`src/rtl/frac_baud_pkg.sv`:
```
package frac_baud_pkg;

    localparam int DIV_W     = 8;
    localparam int FINE_W    = 4;
    localparam int SLOT_SLOW = 16;
    localparam int SLOT_FAST = 4;
    localparam int SLOT_W    = $clog2(SLOT_SLOW);
    localparam int PRE_W     = DIV_W + 1;

    typedef struct packed {
        logic [DIV_W-1:0]  div;
        logic [FINE_W-1:0] fine;
        logic              fast;
    } baud_cfg_t;

    function automatic logic [SLOT_W-1:0] last_slot_idx(input logic fast);
        return fast ? SLOT_W'(SLOT_FAST - 1) : SLOT_W'(SLOT_SLOW - 1);
    endfunction

    function automatic logic [PRE_W-1:0] slot_limit(input baud_cfg_t c, input logic is_last);
        logic [PRE_W-1:0] base;
        base = PRE_W'(c.div);
        return is_last ? base + PRE_W'(c.fine) : base;
    endfunction

endpackage

```
`src/rtl/baud_run_ctrl.sv`:
```
module baud_run_ctrl (
    input  logic enable,
    input  logic halt_req,
    input  logic run_in_halt,
    input  logic sleep_active,
    input  logic sleep_clk_stop,
    output logic run
);
    logic halt_freeze;
    logic sleep_freeze;

    always_comb begin
        halt_freeze  = halt_req && !run_in_halt;
        sleep_freeze = sleep_active && sleep_clk_stop;
        run          = enable && !halt_freeze && !sleep_freeze;
    end
endmodule

```
`src/rtl/baud_cfg_latch.sv`:
```
module baud_cfg_latch
    import frac_baud_pkg::*;
(
    input  logic      clk,
    input  logic      rst,
    input  logic      enable,
    input  logic      bit_done,
    input  baud_cfg_t cfg_in,
    output baud_cfg_t cfg_q
);
    always_ff @(posedge clk) begin
        if (rst) begin
            cfg_q <= '0;
        end else if (!enable || bit_done) begin
            cfg_q <= cfg_in;
        end
    end
endmodule

```
`src/rtl/baud_counter.sv`:
```
module baud_counter
    import frac_baud_pkg::*;
(
    input  logic      clk,
    input  logic      rst,
    input  logic      enable,
    input  logic      run,
    input  baud_cfg_t cfg,
    output logic      os_tick,
    output logic      bit_strobe
);
    logic [PRE_W-1:0]  pre_cnt;
    logic [SLOT_W-1:0] slot_cnt;
    logic              in_last;
    logic              slot_end;
    logic [PRE_W-1:0]  limit;

    always_comb begin
        in_last    = (slot_cnt == last_slot_idx(cfg.fast));
        limit      = slot_limit(cfg, in_last);
        slot_end   = (pre_cnt == limit);
        os_tick    = run && slot_end;
        bit_strobe = os_tick && in_last;
    end

    always_ff @(posedge clk) begin
        if (rst || !enable) begin
            pre_cnt  <= '0;
            slot_cnt <= '0;
        end else if (run) begin
            if (slot_end) begin
                pre_cnt  <= '0;
                slot_cnt <= in_last ? '0 : slot_cnt + 1'b1;
            end else begin
                pre_cnt <= pre_cnt + 1'b1;
            end
        end
    end

    assert_bit_restart_R2: assert property (@(posedge clk) disable iff (rst)
        bit_strobe && enable |=> (pre_cnt == '0) && (slot_cnt == '0));

    assert_disable_clear_R6: assert property (@(posedge clk) disable iff (rst)
        !enable |=> (pre_cnt == '0) && (slot_cnt == '0));

    assert_freeze_hold_R7: assert property (@(posedge clk) disable iff (rst)
        enable && !run && $past(enable) |=> $stable(pre_cnt) && $stable(slot_cnt));

    assert_slot_bound_R4: assert property (@(posedge clk) disable iff (rst)
        pre_cnt <= PRE_W'(cfg.div) + PRE_W'(cfg.fine));

    assert_slot_range_R3: assert property (@(posedge clk) disable iff (rst)
        slot_cnt <= last_slot_idx(cfg.fast));
endmodule

```
`src/rtl/frac_baud_gen.sv`:
```
module frac_baud_gen
    import frac_baud_pkg::*;
(
    input  logic              clk,
    input  logic              rst,
    input  logic              enable,
    input  logic [DIV_W-1:0]  div_int,
    input  logic [FINE_W-1:0] fine_adj,
    input  logic              coarse_fast,
    input  logic              halt_req,
    input  logic              run_in_halt,
    input  logic              sleep_active,
    input  logic              sleep_clk_stop,
    output logic              os_tick,
    output logic              bit_strobe
);
    baud_cfg_t cfg_in;
    baud_cfg_t cfg_q;
    logic      run;

    always_comb begin
        cfg_in.div  = div_int;
        cfg_in.fine = fine_adj;
        cfg_in.fast = coarse_fast;
    end

    baud_run_ctrl u_run (
        .enable         (enable),
        .halt_req       (halt_req),
        .run_in_halt    (run_in_halt),
        .sleep_active   (sleep_active),
        .sleep_clk_stop (sleep_clk_stop),
        .run            (run)
    );

    baud_cfg_latch u_cfg (
        .clk      (clk),
        .rst      (rst),
        .enable   (enable),
        .bit_done (bit_strobe),
        .cfg_in   (cfg_in),
        .cfg_q    (cfg_q)
    );

    baud_counter u_cnt (
        .clk        (clk),
        .rst        (rst),
        .enable     (enable),
        .run        (run),
        .cfg        (cfg_q),
        .os_tick    (os_tick),
        .bit_strobe (bit_strobe)
    );

    assert_quiet_frozen_R7: assert property (@(posedge clk) disable iff (rst)
        !run |-> !os_tick && !bit_strobe);

    assert_halt_run_R8: assert property (@(posedge clk) disable iff (rst)
        enable && halt_req && run_in_halt && !(sleep_active && sleep_clk_stop) |-> run);

    assert_sleep_freeze_R9: assert property (@(posedge clk) disable iff (rst)
        sleep_active && sleep_clk_stop |-> !os_tick && !bit_strobe);

    assert_strobe_on_tick_R2: assert property (@(posedge clk) disable iff (rst)
        bit_strobe |-> os_tick);

    always_comb begin
        if (rst && !enable) begin
            assert_reset_quiet_R10: assert (!os_tick && !bit_strobe);
        end
    end
endmodule

```
`config.mk`:
```
export PLATFORM = sky130hd
export DESIGN_NAME = frac_baud_gen
export DESIGN_NICKNAME = d
export VERILOG_FILES = /design/src/rtl/frac_baud_pkg.sv /design/src/rtl/baud_run_ctrl.sv /design/src/rtl/baud_cfg_latch.sv /design/src/rtl/baud_counter.sv /design/src/rtl/frac_baud_gen.sv
export SDC_FILE = /design/constraint.sdc
export NUM_CORES = 1
export LEC_CHECK = 0
export BUFFER_PORTS_ARGS = -buffer_cell sky130_fd_sc_hd__buf_4
export CORE_MARGIN = 3
export CORE_UTILIZATION = 30
export DETAILED_ROUTE_END_ITERATION = 10
export PLACE_DENSITY_LB_ADDON = 0.1
export SETUP_SLACK_MARGIN = 0.3
export SLEW_MARGIN = 20
export SYNTH_ARGS = -nofsm -noshare
export SYNTH_HDL_FRONTEND = slang
export SYNTH_HIERARCHICAL = 1
export SYNTH_SLANG_ARGS = --single-unit
```
`constraint.sdc`:
```
create_clock -name clk -period 3.5 [get_ports clk]
set_input_delay 0.175 -clock clk [delete_from_list [all_inputs] [get_ports clk]]
set_output_delay 0.175 -clock clk [all_outputs]
set_load 0.02 [all_outputs]
```
Word level (Yosys, flattened, before mapping)
Index checks and enable logic that the tools add are counted.
{"block": "word_totals", "reg_bits": 26, "in_bits": 20, "output_inout_bits": 2, "elab_cells": 27}
{"block": "op_classes", "addsub": 3, "n_eq_ne": 2, "mux": 4, "reduce_logical": 13}
{"cell": "$mux W9", "count": 2}
{"cell": "$add A8 B4 Y9", "count": 1}
{"cell": "$add A9 B1 Y9 const B", "count": 1}
{"cell": "$eq A9 B9 Y1", "count": 1}
{"cell": "$mux W4", "count": 2}
{"cell": "$logic_and A1 B1 Y1", "count": 6}
{"cell": "$add A4 B1 Y4 const B", "count": 1}
{"cell": "$eq A4 B4 Y1", "count": 1}
{"cell": "$logic_not A1 Y1", "count": 4}
{"cell": "$logic_or A1 B1 Y1", "count": 2}
{"cell": "$reduce_and A2 Y1", "count": 1}

Longest topological paths before layout
{"block": "depth", "ltp_word": 8, "mapped_depth": 11, "ltp_nobuf": 10}

Hierarchy
Netlist, hierarchy kept.
{"mod": "baud_counter", "instances": 1, "cells_per_inst": 141, "area_each_um2": 1177.4, "seq_area_each_um2": 260.2}
{"mod": "baud_cfg_latch", "instances": 1, "cells_per_inst": 58, "area_each_um2": 600.6, "seq_area_each_um2": 260.2}
{"mod": "baud_run_ctrl", "instances": 1, "cells_per_inst": 3, "area_each_um2": 22.5, "seq_area_each_um2": 0.0}

Worst setup path before layout
Ideal clock, no wire load.
{"block": "synth_timing", "path_type": "register to register", "from": "register u_cfg/cfg_q[1] (netlist name)", "to": "register u_cfg/cfg_q[12] (netlist name)", "arrival_ps": 3461, "path_slack_ps": -79, "stages_incl_launch_ff": 12, "n_path_buf": 1, "cell_sequence": "dfxtp_1 -> ha_1 -> fa_1 -> nand3_1 -> nand3_1 -> a211o_1 -> a211oi_2 -> o2111ai_4 -> nor4_1 -> buf_4 -> nand4bb_1 -> o21ai_1"}
{"block": "synth_via", "elab_chain_cells": 6}
{"item": "$add A8 B4 Y9", "line": "frac_baud_pkg.sv:23", "text": "return is_last ? base + PRE_W'(c.fine) : base;"}
{"item": "$mux W9", "line": "frac_baud_pkg.sv:23"}
{"item": "$eq A9 B9 Y1", "line": "baud_counter.sv:21", "text": "slot_end = (pre_cnt == limit);"}
{"item": "$logic_and A1 B1 Y1", "line": "baud_counter.sv:22", "text": "os_tick = run && slot_end;"}
{"item": "$logic_and A1 B1 Y1", "line": "baud_counter.sv:23", "text": "bit_strobe = os_tick && in_last;"}
{"item": "via bit_strobe", "line": "frac_baud_gen.sv:15", "text": "output logic bit_strobe"}
{"item": "$logic_or A1 B1 Y1", "line": "baud_cfg_latch.sv:14", "text": "end else if (!enable || bit_done) begin"}
The timed path passes the listed nets, and every way through them passes these cells.
A chain may end at the register's enable or synchronous reset.

Worst setup path after layout
{"block": "layout_timing", "from": "register u_cfg/cfg_q[1] (netlist name)", "to": "output port bit_strobe"}
{"block": "layout_via", "elab_chain_cells": 5}
{"item": "$add A8 B4 Y9", "line": "frac_baud_pkg.sv:23"}
{"item": "$mux W9", "line": "frac_baud_pkg.sv:23"}
{"item": "$eq A9 B9 Y1", "line": "baud_counter.sv:21"}
{"item": "$logic_and A1 B1 Y1", "line": "baud_counter.sv:22"}
{"item": "$logic_and A1 B1 Y1", "line": "baud_counter.sv:23"}
{"item": "end: declaration", "line": "frac_baud_gen.sv:15"}
No other way between the ends.

==> summary.txt <==
GRT
  – Remaining Overflow, GRT: 0
  – Number of global-route vias before repair: 1492
  – Largest net degree at the start of global routing: 29
  – Global Route Usage Sum: 12.19%
  – Initial antenna violation count: 0
  – First-pass GRT wire length: 7189 um

Cells and area
  – Area Overhead vs Synth: 18.90%
  – Share of layout cells above drive strength 1: 21.59%
  – Post-layout util: 37.95%
  – Final #Nets: 255
  – Final instance area: 2141 um2
  – Ant. Diodes: 0

Placed design
  – Global placer's final weighted congestion: 0.7782
  – I/O Buffers: 21
  – Hpwl dp: 3063 um
  – Placed cell area: 2024 um2

Floorplan
  – Core footprint: 5642 um2
  – FP Rows: 27
  – Initial core utilization: 31.91%
  – Die H: 83.47 um
  – # IOs: 22
  – Die ar.: 6967 um2
  – Die X: 83.47 um

Synth
  – FF+latch count, synth: 26
  – Ys async rst share: 0%
  – Post-synth EDFFs: 0
  – Avg Inst Size Synth: 8.913 um2
  – Top_reg_cell synth: dfxtp_1
  – Netlist cell types: 55
  – Yosys warning count: 6
  – Post-Syn Area: 1800 um2
  – Seq/Total Area, Yosys: 28.91%
  – Syn Nets: 229
  – Synthesized instance count: 202

Route
  – Wire per inst: 13.97 um
  – Antenna viol nets, final: 0
  – Router iterations before antenna repair: 4
  – # DRC: 0
  – Via/cell ratio: 5.207
  – WL final: 4178 um
  – Total number of vias: 1557
  – Initial DRC Count: 50

Setup path
  – Max FO, Critical Path: 7
  – R2r worst-path depth: 10
  – Crit Path Category: reg2out
  – Crit end category: output port
  – Worst EP arrival: 2.84 ns
  – R2R setup slack: 0.61 ns
  – CP startpoint: u_cfg/cfg_q[1]$_SDFFE_PP0P_
  – Startpoint Class: register
  – Crit path capture: bit_strobe
  – R2R Path End: u_cnt/slot_cnt[3]$_SDFFE_PP0P_
  – R2R Path Start: u_cfg/cfg_q[1]$_SDFFE_PP0P_
  – WP data required: 3.32 ns

Clock tree
  – CTS H-tree lvls: 1
  – # hold bufs at CTS: 0
  – CTS Buf Count: 3
  – Clock buffer depth: 2
  – Clock transition at the registers of the reported paths: 0.10 ns
  – Worst skew pair latency: 0.27 ns
  – CTS sink cnt: 26
  – CTS tree: built
  – Clock root buffer: clkbuf_8

STA
  – Unrepaired setup endpoints after global routing: no
  – Final Skew: 0.007981 ns
  – Worst rel slew slack: 60.90%
  – Final period util: 86.13%
  – Minimum clock period: 3.015 ns
  – Worst slew pin tran: 0.5827 ns
  – Setup violations, final: 0
  – Endpoints failing hold: 0
  – Post-Route Setup TNS: 0 ns
  – Slew Viols, Final: 0
  – F_max: 331.7 MHz

Hold path
  – Worst min-delay path startpoint: div_int[3]
  – Hold path depth: 3
  – Hold crit path type: in2reg

Power and ir drop
  – Tot Pwr: 0.6304 mW
  – Lkg Pwr: 0.7860 nW
  – Pwr dens: 294.4 nW/um2
  – Max IR drop VDD: 0.1695 mV

Run status
  – Outcome: finished clean

Job
  – Max Cap Viol: 0
## registers in the layout (all words and copies together), names as in the netlist
| signal | cells |
|---|---|
| u_cnt/slot_cnt | 4 |
| u_cnt/pre_cnt | 9 |
| u_cfg/cfg_q | 13 |
## worst min path at each step
stage	endpoint	slack [ns]
after floorplan	u_cfg/cfg_q[10]$_SDFFE_PP0P_	0.32
after detailed placement	u_cfg/cfg_q[7]$_SDFFE_PP0P_	0.43
after global routing	u_cfg/cfg_q[9]$_SDFFE_PP0P_	0.15
final	u_cfg/cfg_q[8]$_SDFFE_PP0P_	0.15
after CTS	u_cfg/cfg_q[9]$_SDFFE_PP0P_	0.15
after global placement	u_cfg/cfg_q[4]$_SDFFE_PP0P_	0.43
## cell type report
type                    instances  area [um2]
clock buffers                   4       55.05
fillers                       570        3501
inverters                       7       26.28
multi-input cells             161        1231
flip-flops and latches         26       520.5
well taps                      72       90.09
repair buffers                 29       217.7
## routing by layer
metal,share of wire (%),wire length [um],global-route usage (%),vias to the layer above
met1,49,2064,16.82,733
met3,2.9,123,2.270,6
li1,-,-,-,792
met5,0,0,0,-
met4,1.4,59,2.339,0
met2,46,1929,19.97,26
## cells in the mapped netlist (2+ instances only)
library cell  instances  area, um2
clkbuf_1              3      11.26
inv_1                 7      26.28
o21ai_1              14      70.07
a21oi_1               4      20.02
nor2b_1               3      18.77
buf_2                 3      15.01
o21a_1                3      22.52
a211o_1               2      17.52
nor2_1               10      37.54
dfxtp_1              26      520.5
xnor2_1               9      78.83
xor2_1                7      61.31
nand2b_1             14      87.58
nand4bb_1            13      146.4
a221oi_1              2      17.52
o211ai_1              2      15.01
a21o_1                2      15.01
nor3_1                9      45.04
nand2_1              12      45.04
nand4_1               3      18.77
a211oi_1              2      15.01
o21ai_0               5      25.02
ha_1                  6      75.07
nand3_1               7      35.03
mux2i_1               4      40.04
## metrics by stage
step                setup WS [ns]  hold WS (ns)  instances
finish                     0.4853        0.1478        299
global placement           0.6086        0.4287        289
detailed placement         0.5858        0.4345        289
CTS                        0.3205        0.1462        294
global route               0.3182        0.1471        299
floorplan                  0.3897        0.3201        202
## placed cells by master, fill, tap and decap left out, types with 3 or more instances in the layout
master	instances
buf_4	29
dfxtp_1	26
nand2b_1	14
o21ai_1	14
nand4bb_1	13
nand2_1	12
nor2_1	10
xnor2_1	9
nor3_1	9
inv_1	7
xor2_1	7
nand3_1	6
ha_1	6
o21ai_0	5
clkbuf_8	4
a21oi_1	4
mux2i_1	4
o21a_1	3
nor2b_1	3
nand4_1	3
## timing repair
| item | CTS | global route |
|---|---|---|
| buffers inserted | 1 | 5 |
| endpoints found under the hold margin | 0 | 0 |
| pin swaps | 1 | 1 |
| resized for setup | 0 | 3 |
| setup endpoints to repair | 1 | 2 |
## worst max-delay path: stages, from the launching register on
cell,delay [ns]
dfxtp_1,0.33
ha_1,0.23
fa_1,0.53
inv_1,0.08
a221oi_2,0.25
mux2i_1,0.12
a211oi_2,0.29
o2111ai_4,0.21
nor4_2,0.18
buf_4,0.20
buf_4,0.15
## cell families (layout without fill, tap and decap cells)
family	after synthesis	after routing	synth area share, %
DFF	26	26	28.91
muxes	4	4	2.224
buffers and inverters	15	40	3.961
adders and majority gates	7	7	5.281
AOI/OAI and AO/OA	47	47	19.25
and+or+nand+nor	87	87	32.59
xor gates and xnor gates	16	16	7.783
## where the power goes
part / switching (mW) / total (mW) / internal (mW) / leakage, nW
combinational: 0.0565 / 0.112 / 0.0557 / 0.545
sequential: 0.0115 / 0.317 / 0.305 / 0.212
clock: 0.101 / 0.201 / 0.101 / 0.0288
total: 0.169 / 0.630 / 0.462 / 0.786
Note: power is estimated with default switching activity, not from simulation.
